## config.mk

```make
export PLATFORM = sky130hd
export DESIGN_NAME = battmon_top
export DESIGN_NICKNAME = d
export VERILOG_FILES = /design/src/rtl/battmon_pkg.sv /design/src/rtl/battmon_ctrl.sv /design/src/rtl/battmon_flag.sv /design/src/rtl/battmon_top.sv
export SDC_FILE = /design/constraint.sdc
export NUM_CORES = 1
export LEC_CHECK = 0
export BUFFER_PORTS_ARGS = -buffer_cell sky130_fd_sc_hd__buf_4
export CAP_MARGIN = 0
export CORE_MARGIN = 10
export CORE_UTILIZATION = 50
export CTS_BUF_LIST = sky130_fd_sc_hd__clkbuf_4 sky130_fd_sc_hd__clkbuf_8
export DETAILED_ROUTE_END_ITERATION = 10
export PLACE_DENSITY = 0.76
export SLEW_MARGIN = 40
export SYNTH_ARGS = -nofsm -noshare
export SYNTH_HDL_FRONTEND = slang
export SYNTH_SLANG_ARGS = --single-unit
```

## constraint.sdc

```tcl
create_clock -name clk -period 4.55 [get_ports clk]
set_input_delay 0.2275 -clock clk [delete_from_list [all_inputs] [get_ports clk]]
set_output_delay 0.2275 -clock clk [all_outputs]
set_load 0.005 [all_outputs]
```

## src/rtl/battmon_pkg.sv

```systemverilog
package battmon_pkg;

  typedef enum logic [1:0] {
    ST_OFF    = 2'd0,
    ST_SETTLE = 2'd1,
    ST_RUN    = 2'd2
  } monState_t;

  // Strobes from control to the flag datapath
  typedef struct packed {
    logic sampleNow;  // take the comparator value this cycle
    logic backup;     // main supply absent
  } chkStrobe_t;

endpackage

```

## src/rtl/battmon_ctrl.sv

```systemverilog
module battmon_ctrl
  import battmon_pkg::*;
#(
  parameter int unsigned SETTLE_CYCLES   = 4,
  parameter int unsigned INTERVAL_CYCLES = 16777216
) (
  input  logic       clk,
  input  logic       rstN,
  input  logic       supplyOk,
  output chkStrobe_t strobes
);

  localparam int unsigned SW = (SETTLE_CYCLES > 1) ? $clog2(SETTLE_CYCLES) : 1;
  localparam int unsigned IW = (INTERVAL_CYCLES > 1) ? $clog2(INTERVAL_CYCLES) : 1;
  localparam logic [SW-1:0] SETTLE_LAST = SW'(SETTLE_CYCLES - 1);
  localparam logic [IW-1:0] INTERVAL_LAST = IW'(INTERVAL_CYCLES - 1);

  monState_t     state;
  logic [SW-1:0] settleCnt;
  logic [IW-1:0] intCnt;
  logic          settleDone;
  logic          intDone;

  always_comb begin
    settleDone        = (state == ST_SETTLE) && (settleCnt == SETTLE_LAST);
    intDone           = (state == ST_RUN) && (intCnt == INTERVAL_LAST);
    strobes.sampleNow = supplyOk && (settleDone || intDone);
    strobes.backup    = !supplyOk;
  end

  always_ff @(posedge clk or negedge rstN) begin
    if (!rstN) begin
      state     <= ST_OFF;
      settleCnt <= '0;
      intCnt    <= '0;
    end else if (!supplyOk) begin
      state     <= ST_OFF;
      settleCnt <= '0;
      intCnt    <= '0;
    end else begin
      unique case (state)
        ST_OFF: begin
          state     <= ST_SETTLE;
          settleCnt <= '0;
        end
        ST_SETTLE: begin
          if (settleDone) begin
            state  <= ST_RUN;
            intCnt <= '0;
          end else begin
            settleCnt <= settleCnt + 1'b1;
          end
        end
        ST_RUN: begin
          intCnt <= intDone ? '0 : intCnt + 1'b1;
        end
        default: state <= ST_OFF;
      endcase
    end
  end


  offsupply_idle_chk: assert property (@(posedge clk) disable iff (!rstN)
    !supplyOk |=> (state == ST_OFF));


  settle_exit_chk: assert property (@(posedge clk) disable iff (!rstN)
    (supplyOk && settleDone) |=> (state == ST_RUN && intCnt == '0));


  interval_step_chk: assert property (@(posedge clk) disable iff (!rstN)
    (supplyOk && state == ST_RUN && !intDone) |=> (intCnt == $past(intCnt) + 1'b1));

endmodule

```

## src/rtl/battmon_flag.sv

```systemverilog
module battmon_flag
  import battmon_pkg::*;
(
  input  logic       clk,
  input  logic       rstN,
  input  chkStrobe_t strobes,
  input  logic       battBelow,
  output logic       lowFlag,
  output logic       checkStrobe
);

  always_ff @(posedge clk or negedge rstN) begin
    if (!rstN) begin
      lowFlag     <= 1'b0;
      checkStrobe <= 1'b0;
    end else begin
      checkStrobe <= strobes.sampleNow;
      if (strobes.sampleNow) begin
        lowFlag <= battBelow;
      end
    end
  end


  flag_hold_chk: assert property (@(posedge clk) disable iff (!rstN)
    !strobes.sampleNow |=> $stable(lowFlag));


  backup_quiet_chk: assert property (@(posedge clk) disable iff (!rstN)
    strobes.backup |=> !checkStrobe);


  strobe_single_chk: assert property (@(posedge clk) disable iff (!rstN)
    checkStrobe |=> !checkStrobe);

endmodule

```

## src/rtl/battmon_top.sv

```systemverilog
module battmon_top
  import battmon_pkg::*;
#(
  parameter int unsigned SETTLE_CYCLES   = 4,
  parameter int unsigned INTERVAL_CYCLES = 16777216
) (
  input  logic clk,
  input  logic rstN,
  input  logic supplyOk,
  input  logic battBelow,
  output logic battLowN,
  output logic checkStrobe
);

  chkStrobe_t strobes;
  logic       lowFlag;

  battmon_ctrl #(
    .SETTLE_CYCLES  (SETTLE_CYCLES),
    .INTERVAL_CYCLES(INTERVAL_CYCLES)
  ) u_ctrl (
    .clk     (clk),
    .rstN    (rstN),
    .supplyOk(supplyOk),
    .strobes (strobes)
  );

  battmon_flag u_flag (
    .clk        (clk),
    .rstN       (rstN),
    .strobes    (strobes),
    .battBelow  (battBelow),
    .lowFlag    (lowFlag),
    .checkStrobe(checkStrobe)
  );

  assign battLowN = !lowFlag;


  reset_state_chk: assert property (@(posedge clk) !rstN |-> (battLowN && !checkStrobe));

endmodule

```

## Word-level counts from Yosys, hierarchy flattened

Cells that the tools add are included.

| cells by class | value |
|---|---|
| add/subtract/negate cells | 2 |
| equality and inequality tests | 9 |
| muxes and demuxes | 10 |
| reduce and logical (&&, ||, !) cells | 9 |

Operators by type and width:

| cell | count |
|---|---|
| $mux 24 | 3 |
| $pmux 24 s2 | 1 |
| $add 24x1->24 const B | 1 |
| $eq 24x24->1 const B | 1 |
| $mux 2 | 4 |
| $ne 3x1->1 const B | 2 |
| $pmux 2 s3 | 1 |
| $reduce_and 2->1 | 3 |
| $eq 2x2->1 const B | 2 |
| $pmux 2 s2 | 1 |
| $logic_and 1x1->1 | 3 |
| $ne 3x2->1 const B | 1 |
| $ne 3x3->1 const B | 1 |
| $add 2x1->2 const B | 1 |
| $eq 2x1->1 const B | 1 |
| $logic_not 2->1 | 1 |
| $ne 2x2->1 const B | 1 |
| $logic_not 1->1 | 1 |
| $logic_or 1x1->1 | 1 |

| storage, ports and cells | value |
|---|---|
| register bits | 30 |

## Longest topological paths before layout

Gate-level depths: netlist of the first run.

| depth | value |
|---|---|
| word-level depth | 5 |
| depth in mapped cells | 7 |

## Hierarchy

From an unflattened synthesis of the first run, not the netlist that was laid out.

| unflattened totals | value |
|---|---|
| cell total of the unflattened synthesis | 181 |
| area, all modules | 1,704.1 µm² |

By module, submodules not included:

| module | instances | cells an instance | area each (µm²) | seq. area each (µm²) |
|---|---|---|---|---|
| battmon_ctrl | 1 | 177 | 1,635.3 | 700.7 |
| battmon_flag | 1 | 3 | 65.1 | 50.0 |
| battmon_top | 1 | 1 | 3.8 | 0.0 |

## Least setup slack after synthesis of the first run

Ideal clock, no wire load.

| path | value |
|---|---|
| path kind | register to register |
| from | reg u_ctrl.intCnt[0] |
| to | reg u_flag.lowFlag |
| arrival time | 1.645 ns |
| data required time | 4.425 ns |
| slack | 2.780 ns |
| stages on the path, launching flop included | 7 |
| period minus slack after synthesis | 1.770 ns |
| cells stage by stage | dfrtp_1 > ha_1 > nand3_1 > nor3_4 > nand2_1 > o22ai_1 > mux2_2 |

RTL lines:

| item | line | source |
|---|---|---|
| start, declared | battmon_ctrl.sv:20 | `logic [IW-1:0] intCnt;` |
| start signal, assigned | battmon_ctrl.sv:55 | `intCnt <= intDone ? '0 : intCnt + 1'b1;` |
| end signal, assigned | battmon_flag.sv:19 | `lowFlag <= battBelow;` |
| end, declared | battmon_flag.sv:8 | `output logic lowFlag,` |

## Final worst setup path of the first run

| path | value |
|---|---|
| from | reg u_ctrl.intCnt[0] |
| to | reg u_ctrl.intCnt[23] |

| between the ends | value |
|---|---|
| word-level cells in the longest chain between the ends | 5 |
| elaborated cells between the ends (all ways) | 6 |
| those cells by class | 1 x add/sub; 1 x eq/ne; 3 x mux; 1 x reduce/logical |

Ends and longest elaborated chain:

| item | line | source |
|---|---|---|
| parallel branches: the longest is 2 deep, another holds $add 24x1->24 | - |  |
| $mux 24 * | battmon_ctrl.sv:55 |  |
| $pmux 24 s2 * | battmon_ctrl.sv:41 | `unique case (state)` |
| $mux 24 * | battmon_ctrl.sv:36 | `end else if (!supplyOk) begin` |

Mark *: on every way between the ends.
A chain may end at the register's enable or synchronous reset.

==> results of run 1 <==
==> layout make-up <==
type	count	area, µm²	share of cell area [%]
Clock inverter	1	5.005	0.2764
Multi-Input combinational cell	137	865.8	47.82
Tap cell	44	55.05	3.041
Timing Repair Buffer	7	52.55	2.903
Clock buffer	7	58.81	3.248
Sequential cell	30	750.7	41.47
Inverter	6	22.52	1.244
==> cells by family (layout without fill, tap and decap cells) <==
group	Yosys count	after routing
AND/OR/NAND/NOR	68	68
AO/OA/AOI/OAI	64	64
flip-flops	30	30
buffers and inverters	14	21
multiplexers	3	3
adder cells (fa/ha/maj)	2	2
==> routing by layer <==
layer | share of wire, % | up-vias | GRT usage (%) | routed length [µm]
li1 | - | 694 | - | -
met1 | 44 | 701 | 13.95 | 1566
met2 | 48 | 29 | 19.98 | 1720
met3 | 5.8 | 9 | 4.608 | 206
met4 | 1.8 | 0 | 5.376 | 64
met5 | 0 | - | 0 | 0
==> critical path: cells and delay by family (launching register included) <==
family / cells / cell delay, ps
compound gates: 3 / 770
fa+ha+maj: 1 / 220
flops: 1 / 440
simple gates: 2 / 660
==> cell usage after synthesis, types with 2 or more instances <==
master / number / area share, %
a21oi_1: 14 / 4.2
clkbuf_1: 2 / 0.45
buf_2: 3 / 0.90
inv_1: 6 / 1.3
o22ai_1: 2 / 0.75
o21ai_0: 18 / 5.4
nand4_1: 5 / 1.9
and2_1: 2 / 0.75
dfrtp_1: 30 / 45
a41oi_1: 3 / 1.6
and4_1: 3 / 1.6
o31ai_1: 3 / 1.3
nand3_1: 6 / 1.8
ha_1: 2 / 1.5
a31oi_1: 11 / 4.1
nand2b_1: 3 / 1.1
mux2_2: 2 / 1.3
and3_1: 3 / 1.1
a21o_1: 5 / 2.2
clkbuf_2: 2 / 0.60
nor2_1: 13 / 2.9
nand2_1: 20 / 4.5
a22o_1: 3 / 1.6
nor4_1: 3 / 1.1
a22oi_1: 2 / 0.90
==> report_power, final <==
group	leakage [nW]	total, mW	switching (mW)	internal [mW]
Combinational	0.323	0.0250	0.0151	0.00991
Sequential	0.414	0.273	0.00305	0.270
Clock	0.0387	0.175	0.0938	0.0807
Total	0.776	0.472	0.112	0.360
==> sequential cells by signal, summed over array words and instances, names as in the netlist <==
name                flops
u_ctrl.intCnt          24
u_ctrl.settleCnt        2
u_ctrl.state            2
u_flag.checkStrobe      1
u_flag.lowFlag          1
==> repair_timing <==
action | 4_1_cts | 5_1_grt
resized for setup | 0 | 0
buffers inserted | 0 | 0
hold buffers | 1 | 0
endpoints found under the hold margin | 30 | 0
==> through the flow <==
step | worst slack (ps) | area (µm²) | util, %
2_1_floorplan | 2780 | 1677 | -
3_3_place_gp | 2465 | 1729 | 55.28
3_5_place_dp | 2373 | 1734 | 55.44
4_1_cts | 2347 | 1808 | 57.80
5_1_grt | 2139 | 1810 | 57.88
6_report | 2355 | 1810 | 57.88
==> worst max-delay path by stage <==
stage / from / to / depth (start not counted) / slack [ps]
finish: u_ctrl.intCnt[0] / u_ctrl.intCnt[23] / 6 / 2350
global route: u_ctrl.intCnt[0] / u_ctrl.intCnt[23] / 6 / 2140
CTS: u_ctrl.intCnt[0] / u_ctrl.intCnt[23] / 6 / 2350
detailed placement: u_ctrl.intCnt[0] / u_ctrl.intCnt[23] / 6 / 2370
global placement: u_ctrl.intCnt[0] / u_ctrl.intCnt[23] / 6 / 2460
floorplan: u_ctrl.intCnt[0] / u_flag.lowFlag / 6 / 2780
==> impl_results.md, run 1 <==
* Outcome: finished, final reports clean
* Vias in the first global route at 1316
* Ports at 6
* Worst Tran Pin Value at roughly 660 ps
* Post-synthesis mux area share at 1.940%
* First-pass GRT wire length at 6.092 mm
* Total clock buffers created by CTS at 5
* ANT nets after route at 0
* Total Power at 472.2 µW
* Number of detailed-route iterations in the first pass at 4
* Core area at about 0.0031 mm²
* Crit Path Class: flop to flop
* Synth Area in Compound Gates at 23.96%
* FF-to-FF setup slack at roughly 2400 ps
* # fillers at 277
* Dpl hpwl at 2.478 mm
* Min Tclk post-route at about 2200 ps
* Final setup violation count at 0
* Initial Util at 53.60%
* Critical Path Start Type: flop
* Largest net degree at the start of global routing at 31
* Initial antenna violation count at 0
* Longest Clk Path Bufs at 2
* Final hold vios at 0
* Adder-cell share of the synthesized area at 1.493%
* Syn nets at 187
* Clock Skews at approximately 4.6 ps
* HP Start: battBelow
* Max_cap viols at 0
* Reg-to-reg endpoint: u_ctrl.intCnt[23]
* Die width at around 78 µm
* P_leak at 0.7761 nW
* Yosys warning count at 0
* Crit-path most repeated cell: a21o_1
* CTS tree: done
* Hold path depth at 2
* Via count at 1433
* Area delta synth->final at 7.985%
* Most common cell after layout, fill and taps aside: dfrtp_1
* DRT iter0 DRCs at about 110
* Peak supply drop at 0.0001527 V
* Worst R2R Path Depth at 6
* Sink Count at 30
* Number of enable flip-flop cells after synthesis at 0
* Commonest non-fill, non-tap cells in the layout: 30 x dfrtp_1, 20 x nand2_1, 18 x o21ai_0, 14 x a21oi_1, 12 x nor2_1
* Total negative setup slack at 0 ps
* DRC viols at 0
* Rel. slew slack at 56.17%
* HP Class: primary input to flop
* Post-synth ARST share at 100.0%
* RR Startpoint: u_ctrl.intCnt[0]
* Wirelength per Cell at 15.34 µm
* #FFs+latches synth at 30
* Die Y at 77.91 µm
* WP data arrival at 2430 ps
* CP max-delay cell: dfrtp_1
* Post-Syn Area at 0.001677 mm²
* Placed cell count at 223
* Post-Route WL at between 3 and 4 mm
* WP data required at 4790 ps
* Sequential area share after synthesis at 44.78%
* Netlist cell types at 40
* Diode count at 0
* Fin nets at 193
* CP peak stage delay at 440 ps
* Synth Area in Simple Gates at between 20% and 30%
* Tot GR Track Use at 12.22%
* Clock transition at path regs at 90 ps
* Hold Path End: u_flag.lowFlag
* Clock latency on the worst-skew pair at between 300 and 400 ps
* Total grt overflow at 0
* Cell count after synthesis at 181
* Largest family of logic cells by synthesized area: simple AND/OR/NAND/NOR gates
* Fmax achieved at ~0.46 GHz
* Fin. max-slew vios at 0
* Final period util at a little under 50%
* Critical path cell sequence: ha_1 -> nand3_1 -> nor3_4 -> a21o_1 -> o21ai_0 -> a21o_1
* Row count at 20
* Avg Inst Size Synth at 9.263 µm²
* Root Buffer: clkbuf_4
* Crit-path max FO at 10
* Worst Setup End Kind: flop
* Pwr per Cell Area at 260.8 mW/mm²
* Main synth FF type: dfrtp_1
* Hold WS at 118.6 ps
* Layout cells sized above 1 at 13.83%
* Non-filler cells, final at 232
* RSZ-0062 raised after global routing: false
* Gpl congestion at between 0.8 and 0.9
* DIE AREA at 0.006069 mm²
* Vias per cell at 6.177
* Post-synthesis xor/xnor area fraction at 0%
* H-tree depth at 2
* Port Buffers at 5
Note: power is estimated with default switching activity, not from simulation.
==> run 2, diff against run 1 <==
--- a/config.mk
+++ b/config.mk
@@ -5,13 +5,14 @@
 export SDC_FILE = /design/constraint.sdc
 export NUM_CORES = 1
 export LEC_CHECK = 0
+export ABC_AREA = 1
 export BUFFER_PORTS_ARGS = -buffer_cell sky130_fd_sc_hd__buf_4
 export CAP_MARGIN = 0
 export CORE_MARGIN = 10
 export CORE_UTILIZATION = 50
 export CTS_BUF_LIST = sky130_fd_sc_hd__clkbuf_4 sky130_fd_sc_hd__clkbuf_8
 export DETAILED_ROUTE_END_ITERATION = 10
-export PLACE_DENSITY = 0.76
+export PLACE_DENSITY = 0.78
 export SLEW_MARGIN = 40
 export SYNTH_ARGS = -nofsm -noshare
 export SYNTH_HDL_FRONTEND = slang
==> constraint.sdc (replaced) <==
create_clock -name clk -period 1.95 [get_ports clk]
set_input_delay 0.0975 -clock clk [delete_from_list [all_inputs] [get_ports clk]]
set_output_delay 0.0975 -clock clk [all_outputs]
set_load 0.005 [all_outputs]
==> impl_results.md, run 2 <==
* Tot GR Track Use at approximately 13%
* Critical path cell sequence: ha_1 -> nand2_2 -> nor2_4 -> nand3_2 -> nor2_1 -> nand2_2 -> nand2_4 -> nand2_4 -> inv_4 -> nor2_1
* Commonest non-fill, non-tap cells in the layout: 65 x nand2_1, 32 x nor2_1, 30 x dfrtp_1, 25 x inv_1, 16 x nand3_1
* Diode count at 0
* Crit Path Class: flop to flop
* Peak supply drop at around 0.00042 V
* Root Buffer: clkbuf_8
* ANT nets after route at 0
* Largest cells by area after synthesis: dfrtp_1 41%, nand2_1 13%, nor2_1 6.5%
* # fillers at roughly 340
* HP Class: primary input to flop
* Number of detailed-route iterations in the first pass at 4
* Vias in the first global route at roughly 1500
* Core area at 0.003606 mm²
* Post-synth top area cell: dfrtp_1
* CP top delay family: simple AND/OR/NAND/NOR gates
* Crit-path max FO at 9
* Clock transition at path regs at 60 ps
* Total Power at 1.329 mW
* Gpl congestion at 0.8946
* Fin. max-slew vios at 0
* DRC viols at 0
* Wirelength per Cell at 12.09 µm
* Max_cap viols at 0
* Min Tclk post-route at ~1600 ps
* Die width at between 80 and 90 µm
* Clock Skews at 2.263 ps
* Avg Inst Size Synth at between 7 and 8 µm²
* P_leak at around 0.93 nW
* Total grt overflow at 0
* Total negative setup slack at 0 ps
* Worst Tran Pin Value at 376.4 ps
* Final hold vios at 0
* Initial Util at roughly half
* Routing usage on met3 at 4.746%
* DRT iter0 DRCs at 121
* Post-synth ARST share at 100.0%
* Fin nets at around 260
* Worst Setup End Kind: flop
* Gr busiest metal: met2
* WP depth at 10
* Via count at 1536
* Vias per cell at ~5
* Outcome: finished, final reports clean
* FF-to-FF setup slack at 320 ps
* Pwr per Cell Area at 644.8 mW/mm²
* Most common cell after layout, fill and taps aside: nand2_1
* Netlist cell types at 27
* Main synth FF type: dfrtp_1
* Syn nets at 249
* Fmax achieved at 0.6136 GHz
* Largest reg by FF count: u_ctrl.intCnt
* CTS tree: done
* #FFs+latches synth at 30
* WP data required at 2120 ps
* Row count at 22
* Post-Route WL at approximately 3.7 mm
* Total clock buffers created by CTS at 5
* CP bufs+invs at 1
* Top post-synthesis cells by count: 65 x nand2_1, 32 x nor2_1, 30 x dfrtp_1
* WP data arrival at around 1800 ps
* Sequential area share after synthesis at 40.65%
* Final setup violation count at 0
* Largest net degree at the start of global routing at 31
* Initial antenna violation count at 0
* Port Buffers at 5
* Number of enable flip-flop cells after synthesis at 0
* Reg-to-reg endpoint: u_ctrl.intCnt[10]
* Yosys warning count at 0
* Final period util at ~84%
* First-pass GRT wire length at 6.858 mm
* GRT met2 Usage at 20.38%
* Hold WS at 19.83 ps
* RSZ-0062 raised after global routing: false
* Area delta synth->final at 11.59%
* Non-filler cells, final at approximately 300
* Post-CTS Setup Bufs at 0
* Met1 Use GR at 17.45%
* Max reg flops at 24
* RR Startpoint: u_ctrl.intCnt[0]
* Sink Count at 30
* Longest Clk Path Bufs at 2
* Placed cell count at a little under 300
* Layout cells sized above 1 at 16.80%
* H-tree depth at 2
* Die Y at 80.78 µm
* Clock latency on the worst-skew pair at 280 ps
* CP endpoint: u_ctrl.intCnt[10]
* Critical Path Start Type: flop
* Cell count after synthesis at between 200 and 250
* Most common cell in the synthesized netlist: nand2_1
* Storage cell area at around 750 µm²
* Setup crit start: u_ctrl.intCnt[0]
* Ports at 6
* Largest registers: u_ctrl.intCnt (24), u_ctrl.settleCnt (2), u_ctrl.state (2)
* Worst R2R Path Depth at 10
* Dpl hpwl at 2.789 mm
* Post-Syn Area at between 0.0015 and 0.002 mm²
* CP max-delay cell: dfrtp_1
* DIE AREA at 0.006525 mm²
* Share of the synthesized area in the top cell type at roughly two fifths
* Multi-input logic area at 972.2 µm²
* CP peak stage delay at just over 400 ps
* Rel. slew slack at between 70% and 80%
[run 2: report_power, final]
group          switching, mW  total [mW]  internal, mW
logic                 0.0418      0.0600        0.0183
clock network          0.222       0.631         0.409
registers            0.00699       0.637         0.630
[run 2: what timing repair did]
action,4_1_cts,5_1_grt
endpoints found under the setup margin,0,0
gates resized for setup,0,0
hold buffers,1,0
hold endpoints to repair,30,0
[run 2: worst register-to-register path, stage by stage (launching register included)]
cell and delay [ps]:
dfrtp_1 410, ha_1 200, nand2_2 80, nor2_4 180
nand3_2 100, nor2_1 110, nand2_2 100, nand2_4 100
nand2_4 70, inv_4 110, nor2_1 60
[run 2: layout make-up]
type	instances	share of cell area (%)
multi-input cells	183	47.18
flip-flops and latches	30	36.43
inverters	28	5.282
clock buffers	7	4.068
well taps	48	2.914
repair buffers	7	2.672
clock inverters	1	1.457
[run 2: logic make-up after synthesis]
family                   after synthesis  share of synthesized area (%)
AND/OR/NAND/NOR                      150                          40.11
flip-flops                            30                          40.65
buffers and inverters                 30                          6.707
XOR/XNOR                              12                          5.691
adder cells (fa/ha/maj)                2                          1.355
AO/OA/AOI/OAI                         19                          5.488
[run 2: how the worst min path moves through the flow]
stage | startpoint | end | slack [ps] | cells past startpoint
after global routing | battBelow | u_flag.lowFlag | 30 | 3
after CTS | battBelow | u_flag.lowFlag | 20 | 3
after global placement | rstN | u_ctrl.intCnt[18] | 40 | 1
after floorplan | rstN | u_ctrl.intCnt[0] | -200 | 0
after detailed placement | rstN | u_ctrl.intCnt[18] | 50 | 1
final | battBelow | u_flag.lowFlag | 20 | 3
[run 2: metal layers]
layer / part of all wire, % / up-vias / wire length (µm)
met5: 0 / - / 0
met4: 1.8 / 0 / 67
met3: 5.6 / 7 / 205
met2: 46 / 32 / 1684
met1: 47 / 704 / 1717
li1: - / 793 / -
[run 2: metrics by stage]
stage / setup WS [ps] / cell area [µm²] / utilization [%]
after detailed placement: 345.1 / 1937 / 53.71
after global placement: 387.0 / 1937 / 53.71
after CTS: 325.7 / 2061 / 57.15
final: 320.2 / 2061 / 57.15
after global routing: 163.8 / 2061 / 57.15
after floorplan: 492.8 / 1847 / -
